--- src/rtl/rstk_pkg.sv ---
package rstk_pkg;
  typedef enum logic [1:0] {OP_NONE, OP_PUSH, OP_POP, OP_REPL} op_e;
endpackage

--- src/rtl/rstk_ptr.sv ---
module rstk_ptr
  import rstk_pkg::*;
#(
  parameter int DEPTH = 6,
  localparam int SPW = $clog2(DEPTH + 1)
) (
  input  logic           clk_i,
  input  logic           rst_ni,
  input  logic           push_i,
  input  logic           pop_i,
  output op_e            op_o,
  output logic [SPW-1:0] sp_o,
  output logic           ovf_o,
  output logic           unf_o
);
  localparam logic [SPW-1:0] SP_EMPTY = SPW'(DEPTH);
  localparam logic [SPW-1:0] SP_ONE   = SPW'(1);

  logic [SPW-1:0] sp_q;
  logic           ovf_q, unf_q, ovf_ev, unf_ev, empty, full;
  op_e            op;

  assign empty = (sp_q == SP_EMPTY);
  assign full  = (sp_q == '0);

  always_comb begin
    op     = OP_NONE;
    ovf_ev = 1'b0;
    unf_ev = 1'b0;
    if (push_i && pop_i && !empty) op = OP_REPL;
    else if (push_i) begin
      if (full) ovf_ev = 1'b1;
      else      op = OP_PUSH;
    end else if (pop_i) begin
      if (empty) unf_ev = 1'b1;
      else       op = OP_POP;
    end
  end

  always_ff @(posedge clk_i or negedge rst_ni) begin
    if (!rst_ni) begin
      sp_q  <= SP_EMPTY;
      ovf_q <= 1'b0;
      unf_q <= 1'b0;
    end else begin
      unique case (op)
        OP_PUSH: sp_q <= sp_q - SP_ONE;
        OP_POP:  sp_q <= sp_q + SP_ONE;
        default: sp_q <= sp_q;
      endcase
      if (ovf_ev) ovf_q <= 1'b1;
      if (unf_ev) unf_q <= 1'b1;
    end
  end

  assign op_o  = op;
  assign sp_o  = sp_q;
  assign ovf_o = ovf_q;
  assign unf_o = unf_q;

  AST_SP_RANGE: assert property (@(posedge clk_i) disable iff (!rst_ni)
    sp_q <= SP_EMPTY);
  AST_PUSH_DEC: assert property (@(posedge clk_i) disable iff (!rst_ni)
    (push_i && !pop_i && !full) |=> (sp_q == $past(sp_q) - SP_ONE));
  AST_POP_INC: assert property (@(posedge clk_i) disable iff (!rst_ni)
    (pop_i && !push_i && !empty) |=> (sp_q == $past(sp_q) + SP_ONE));
  AST_REPL_HOLD: assert property (@(posedge clk_i) disable iff (!rst_ni)
    (push_i && pop_i && !empty) |=> $stable(sp_q));
  AST_OVF_STICKY: assert property (@(posedge clk_i) disable iff (!rst_ni)
    ovf_q |=> ovf_q);
  AST_UNF_STICKY: assert property (@(posedge clk_i) disable iff (!rst_ni)
    unf_q |=> unf_q);
  AST_UNF_CAUSE: assert property (@(posedge clk_i) disable iff (!rst_ni)
    (pop_i && !push_i && empty) |=> (unf_q && $stable(sp_q)));
endmodule

--- src/rtl/rstk_mem.sv ---
module rstk_mem
  import rstk_pkg::*;
#(
  parameter int DEPTH = 6,
  parameter int AW    = 13,
  localparam int SPW  = $clog2(DEPTH + 1)
) (
  input  logic           clk_i,
  input  logic           rst_ni,
  input  op_e            op_i,
  input  logic [SPW-1:0] sp_i,
  input  logic [AW-1:0]  wdata_i,
  output logic [AW-1:0]  rdata_o
);
  logic [AW-1:0]  ent_q [DEPTH];
  logic [SPW-1:0] waddr;
  logic           we;

  assign we    = (op_i == OP_PUSH) || (op_i == OP_REPL);
  assign waddr = (op_i == OP_PUSH) ? sp_i - SPW'(1) : sp_i;

  for (genvar g = 0; g < DEPTH; g++) begin : g_ent
    always_ff @(posedge clk_i or negedge rst_ni) begin
      if (!rst_ni)                       ent_q[g] <= '0;
      else if (we && waddr == SPW'(g))   ent_q[g] <= wdata_i;
    end
  end

  always_comb begin
    rdata_o = '0;
    for (int i = 0; i < DEPTH; i++)
      if (sp_i == SPW'(i)) rdata_o = ent_q[i];
  end

  AST_WR_IN_RANGE: assert property (@(posedge clk_i) disable iff (!rst_ni)
    we |-> (waddr < SPW'(DEPTH)));
endmodule

--- src/rtl/rstk_tmp.sv ---
module rstk_tmp (
  input  logic clk_i,
  input  logic rst_ni,
  input  logic tmp_push_i,
  input  logic tmp_rel_i,
  input  logic accept_i,
  output logic busy_o
);
  logic busy_q;

  always_ff @(posedge clk_i or negedge rst_ni) begin
    if (!rst_ni) busy_q <= 1'b0;
    else         busy_q <= (busy_q && !tmp_rel_i) || (tmp_push_i && accept_i);
  end

  assign busy_o = busy_q;

  AST_BUSY_SET: assert property (@(posedge clk_i) disable iff (!rst_ni)
    $rose(busy_q) |-> $past(tmp_push_i));
  AST_BUSY_CLR: assert property (@(posedge clk_i) disable iff (!rst_ni)
    (tmp_rel_i && !tmp_push_i) |=> !busy_q);
endmodule

--- src/rtl/ret_addr_stack.sv ---
module ret_addr_stack
  import rstk_pkg::*;
#(
  parameter int DEPTH = 6,
  parameter int AW    = 13,
  localparam int SPW  = $clog2(DEPTH + 1)
) (
  input  logic           clk_i,
  input  logic           rst_ni,
  input  logic           push_i,
  input  logic           pop_i,
  input  logic           tmp_push_i,
  input  logic           tmp_rel_i,
  input  logic [AW-1:0]  addr_i,
  output logic [AW-1:0]  ret_addr_o,
  output logic [SPW-1:0] sp_o,
  output logic           ovf_o,
  output logic           unf_o,
  output logic           busy_o
);
  logic          push_any, pop_any, accept;
  logic [AW-1:0] wdata;
  op_e           op;

  assign push_any = push_i | tmp_push_i;
  assign pop_any  = pop_i | tmp_rel_i;
  assign wdata    = addr_i + AW'(1);
  assign accept   = (op == OP_PUSH) || (op == OP_REPL);

  rstk_ptr #(.DEPTH(DEPTH)) u_ptr (
    .clk_i, .rst_ni, .push_i(push_any), .pop_i(pop_any),
    .op_o(op), .sp_o, .ovf_o, .unf_o
  );

  rstk_mem #(.DEPTH(DEPTH), .AW(AW)) u_mem (
    .clk_i, .rst_ni, .op_i(op), .sp_i(sp_o), .wdata_i(wdata), .rdata_o(ret_addr_o)
  );

  rstk_tmp u_tmp (
    .clk_i, .rst_ni, .tmp_push_i, .tmp_rel_i, .accept_i(accept), .busy_o
  );

  AST_FULL_HOLD: assert property (@(posedge clk_i) disable iff (!rst_ni)
    (push_any && !pop_any && sp_o == '0) |=> ($stable(ret_addr_o) && sp_o == '0 && ovf_o));
  AST_EMPTY_ZERO: assert property (@(posedge clk_i) disable iff (!rst_ni)
    (sp_o == SPW'(DEPTH)) |-> (ret_addr_o == '0));
  AST_PUSH_TOP: assert property (@(posedge clk_i) disable iff (!rst_ni)
    (push_any && sp_o != '0) |=> (ret_addr_o == $past(addr_i) + AW'(1)));
endmodule

--- config.mk ---
export PLATFORM = sky130hd
export DESIGN_NAME = ret_addr_stack
export DESIGN_NICKNAME = d
export VERILOG_FILES = /design/src/rtl/rstk_pkg.sv /design/src/rtl/rstk_ptr.sv /design/src/rtl/rstk_mem.sv /design/src/rtl/rstk_tmp.sv /design/src/rtl/ret_addr_stack.sv
export SDC_FILE = /design/constraint.sdc
export NUM_CORES = 1
export LEC_CHECK = 0
export CAP_MARGIN = 20
export CORE_AREA = 3 3 127 129
export CTS_CLUSTER_DIAMETER = 30
export DETAILED_ROUTE_END_ITERATION = 10
export DIE_AREA = 0 0 130 132
export SLEW_MARGIN = 20
export SYNTH_ARGS = -nofsm -noshare
export SYNTH_HDL_FRONTEND = slang
export SYNTH_HIERARCHICAL = 1
export SYNTH_SLANG_ARGS = --single-unit
--- constraint.sdc ---
create_clock -name clk_i -period 4.11 [get_ports clk_i]
set_clock_uncertainty 0.2 [all_clocks]
set_input_delay 0.6165 -clock clk_i [delete_from_list [all_inputs] [get_ports clk_i]]
set_output_delay 0.6165 -clock clk_i [all_outputs]
set_load 0.01 [all_outputs]
==> flow_results.org, run 1 <==
** Status
- Status :: completed

** Pwr
- Net switching fraction of the power :: 35.26%
- The worst-case IR drop observed on VDD is 0.3260 mV.
- In this run, the combinational gates consume 52.0% of the power.
- Of the total power, the clock network draws 15.7%.
- In this run the static leakage power is 2.258 nW.
- Dividing total power by cell area gives a power density of 872.8 nW/um2.
- Internal power consumption :: 0.003010 W
- Per report_power, the sequential group accounts for 32.3% of the total.
- The analysis attributes to net switching a power of 0.001639 W.

** Global route
- Entering global routing, the biggest net connects 85 pins.
- The first global-routing pass estimated 16.99 mm of wire.
- The initial antenna violation count is 0.
- Remaining Overflow, GRT :: 0
- Global routing consumed, over all layers together, 12.77% of the routing resources.
- Via count of the first global-routing pass :: 3058

** STA
- Measured against its own limit, the worst slew margin works out to 47.30%.
- Setup TNS after final layout :: 0 ps
- Number of pins with negative max-slew slack in the final report :: 0
- Final hold violation count :: 0
- Actual transition at the worst max-transition pin :: 790.5 ps
- Final period demand of the worst path :: 3764 ps
- Highest achievable clock rate :: 265.7 MHz
- Setup violations remaining at the end of the flow were counted as 0.
- Final Cycle Share :: 91.59%
- Unrepaired setup endpoints after global routing :: no

** Synthesis
- Number of warnings reported in the yosys synthesis log :: 6
- Synthesized instance count :: 347
- After synthesis, the share of flip-flops with an asynchronous set or reset is 100.0%.
- The share of the Yosys chip area taken by registers is 46.72%.
- Counting flops and latches in the post-synthesis netlist gives 84.
- Yosys cell types :: 44
- Dividing the synthesized area by the synthesized cell count gives 12.98 um2.
- The cell area that synthesis handed to floorplanning was 4504 um2.
- Number of enable-type register cells in the synthesized netlist :: 0
- Syn nets :: 374
- Ys flop type :: dfrtp_1

** Cells and area
- Cells with a size suffix above 1 make up 32.38% of the layout.
- The net count of the finished layout is 409.
- Utilization of the core after routing :: 35.17%
- The number of antenna diodes in the final layout is 0.
- P&R area growth vs syn :: 18.25%

** Drt
- Average wire per cell in the routed design :: 18.15 um
- Vias/cell :: 5.118
- Count of vias placed by the detailed router :: 2938
- The routed design has 10.42 mm of wire.
- Detailed Route Iter0 Violations :: 288
- In the routed design, unresolved DRC markers number 0.
- The detail route stage leaves a number of antenna-violating nets equal to 0.
- The first detailed-routing pass took 4 iterations.

** Clock tree
- The number of gates resized after CTS was 0.
- Clock tree sinks :: 84
- Clock tree synthesis inserted a total of 9 buffers.
- Clock transition at the register clock pins on the worst setup and hold paths after CTS :: 60 ps
- CTS built an H-tree with a depth of 3.
- CTS placed an instance of clkbuf_16 at the clock tree root.
- For the worst-skew pair, the clock arrives at the later sink with an insertion delay of 330 ps.
- Total setup buffers inserted after CTS :: 0
- Counting along the longest clock path gives a buffer depth of 2.
- Buffers inserted to repair hold after CTS numbered 0.
- TritonCTS built the clock tree.

** Critical path
- Type of origin of the critical path :: register
- The setup check on the worst reg-to-reg path leaves a slack of 1100 ps.
- Data arrives at the worst endpoint at 2950 ps.
- The startpoint identified for the worst register-to-register timing path is u_ptr/sp_o[2].
- Worst r2r path cells :: 8
- Category of the worst setup path capture point :: output pin
- Of all nets on the critical path, the largest fanout is 26.
- Class of the most critical setup path :: reg -> out
- At the worst endpoint, the required time is 3290 ps.
- Endpoint of the most critical register-to-register path :: u_mem/ent_q[40]

** Floorplan
- Height of the die :: 132 um
- The die covers 17160 um2.
- In this run the core area contains 45 standard-cell rows.
- From left edge to right edge, the die measures 130 um.
- Initial core utilization :: 29.74%
- Core Area :: 15150 um2
- Num ports :: 38

** Hold path
- Classification of the worst-slack hold path :: in -> async

** Place
- Buffers placed on the I/O ports in this run total 37.
- Routability congestion estimate from global placement :: 0.7969
- Final HPWL from detailed placement :: 6.644 mm

** Job
- Maximum capacitance violations :: 0
==> per-stage QoR <==
| stage | power (W) | std cells | hold slack, ps | worst slack (ps) | area [um2] |
|---|---|---|---|---|---|
| 5_1_grt | 0.004988 | 574 | 198.0 | 162.9 | 5326 |
| 3_3_place_gp | 0.003874 | 559 | 263.2 | 591.5 | 5055 |
| 4_1_cts | 0.004702 | 574 | 266.2 | 176.7 | 5318 |
| 3_5_place_dp | 0.003944 | 559 | 251.4 | 526.7 | 5055 |
| 6_report | 0.004649 | 574 | 132.2 | 345.7 | 5326 |
| 2_1_floorplan | 0.003207 | 347 | 120.9 | 1235 | 4504 |
==> critical path, stage by stage, from the launching register on <==
cell and delay, ps:
dfstp_2 640, inv_1 100, ha_1 210, nor2b_2 100, buf_4 330, a221oi_1 140, a211o_1 300, a22oi_1 210
clkdlybuf4s50_1 590
==> cell usage in the layout (no fill, tap or decap), types with 5 or more instances in the layout <==
cell,n
buf_4,9
a21oi_1,13
inv_1,22
mux2_2,39
xnor2_1,7
clkdlybuf4s50_1,36
dfrtp_1,82
a211o_1,13
mux2_4,40
nor2_1,5
clkbuf_16,9
a22oi_1,26
ha_1,5
xor2_1,8
a221oi_1,13
==> Yosys cell counts, types with 7 or more instances <==
cell type | count | area share [%]
xor2_1 | 8 | 1.6
a22oi_1 | 26 | 4.3
clkbuf_1 | 11 | 0.92
dfrtp_1 | 82 | 46
inv_1 | 22 | 1.8
a211o_1 | 13 | 2.5
a221oi_1 | 13 | 2.5
ha_1 | 7 | 1.9
xnor2_1 | 7 | 1.4
mux2_2 | 39 | 9.7
a21oi_1 | 13 | 1.4
mux2_4 | 40 | 13
==> sequential cells by signal (all words and copies together), names as in the netlist <==
name          flops
u_ptr/sp_o        3
u_mem/ent_q      78
u_ptr/unf_o       1
u_tmp/busy_o      1
u_ptr/ovf_o       1
==> final cells by class <==
type / instances / area (um2)
timing repair buffer: 47 / 459.2
inverter: 23 / 86.33
tap: 188 / 235.2
clock inverter: 1 / 8.758
sequential: 84 / 2105
multi-input combinational: 217 / 2178
fill: 1474 / 9819
clock buffer: 14 / 254.0
==> layer usage <==
layer  vias up  global-route usage (%)  routed length (um)  share of wire (%)
li1       1340                       -                   -                  -
met1      1521                   17.63                4740                 46
met2        71                   20.09                5190                 50
met3         6                   3.566                 428                4.1
met4         0                   2.598                  56               0.54
met5         -                       0                   0                  0
==> worst max-delay path by stage <==
stage,from,end,slack [ps],depth (start not counted)
detailed placement,tmp_rel_i,u_mem/ent_q[60],530,9
floorplan,u_ptr/sp_o[1],ret_addr_o[11],1230,9
CTS,u_ptr/sp_o[1],ret_addr_o[9],180,5
global placement,u_ptr/sp_o[1],ret_addr_o[8],590,5
global route,u_ptr/sp_o[1],ret_addr_o[2],160,8
finish,u_ptr/sp_o[1],ret_addr_o[7],350,8
==> power by group through the flow <==
stage / Combinational (W) / Clock (W) / Sequential, W
2_1_floorplan: 0.00173 / 0 / 0.00148
3_3_place_gp: 0.00239 / 0 / 0.00149
3_5_place_dp: 0.00244 / 0 / 0.00151
4_1_cts: 0.00245 / 0.000751 / 0.00150
5_1_grt: 0.00263 / 0.000793 / 0.00156
6_report: 0.00242 / 0.000728 / 0.00150
==> kinds of logic (layout without fill, tap and decap cells) <==
group / after synthesis / count (layout) / synth area share (%)
flops: 84 / 84 / 46.72
mux: 79 / 79 / 23.08
compound gates: 74 / 74 / 13.33
buf+inv: 46 / 85 / 5.083
simple gates: 41 / 41 / 6.472
xor+xnor: 15 / 15 / 2.917
fa+ha+maj: 8 / 8 / 2.389
No activity file was read; power rests on OpenSTA's default activity.
==> inputs of run 2 (changes only) <==
- CAP_MARGIN: 20 -> 0
==> results of run 2 <==
The final DEF is identical to that of run 1; final timing and power are the same.
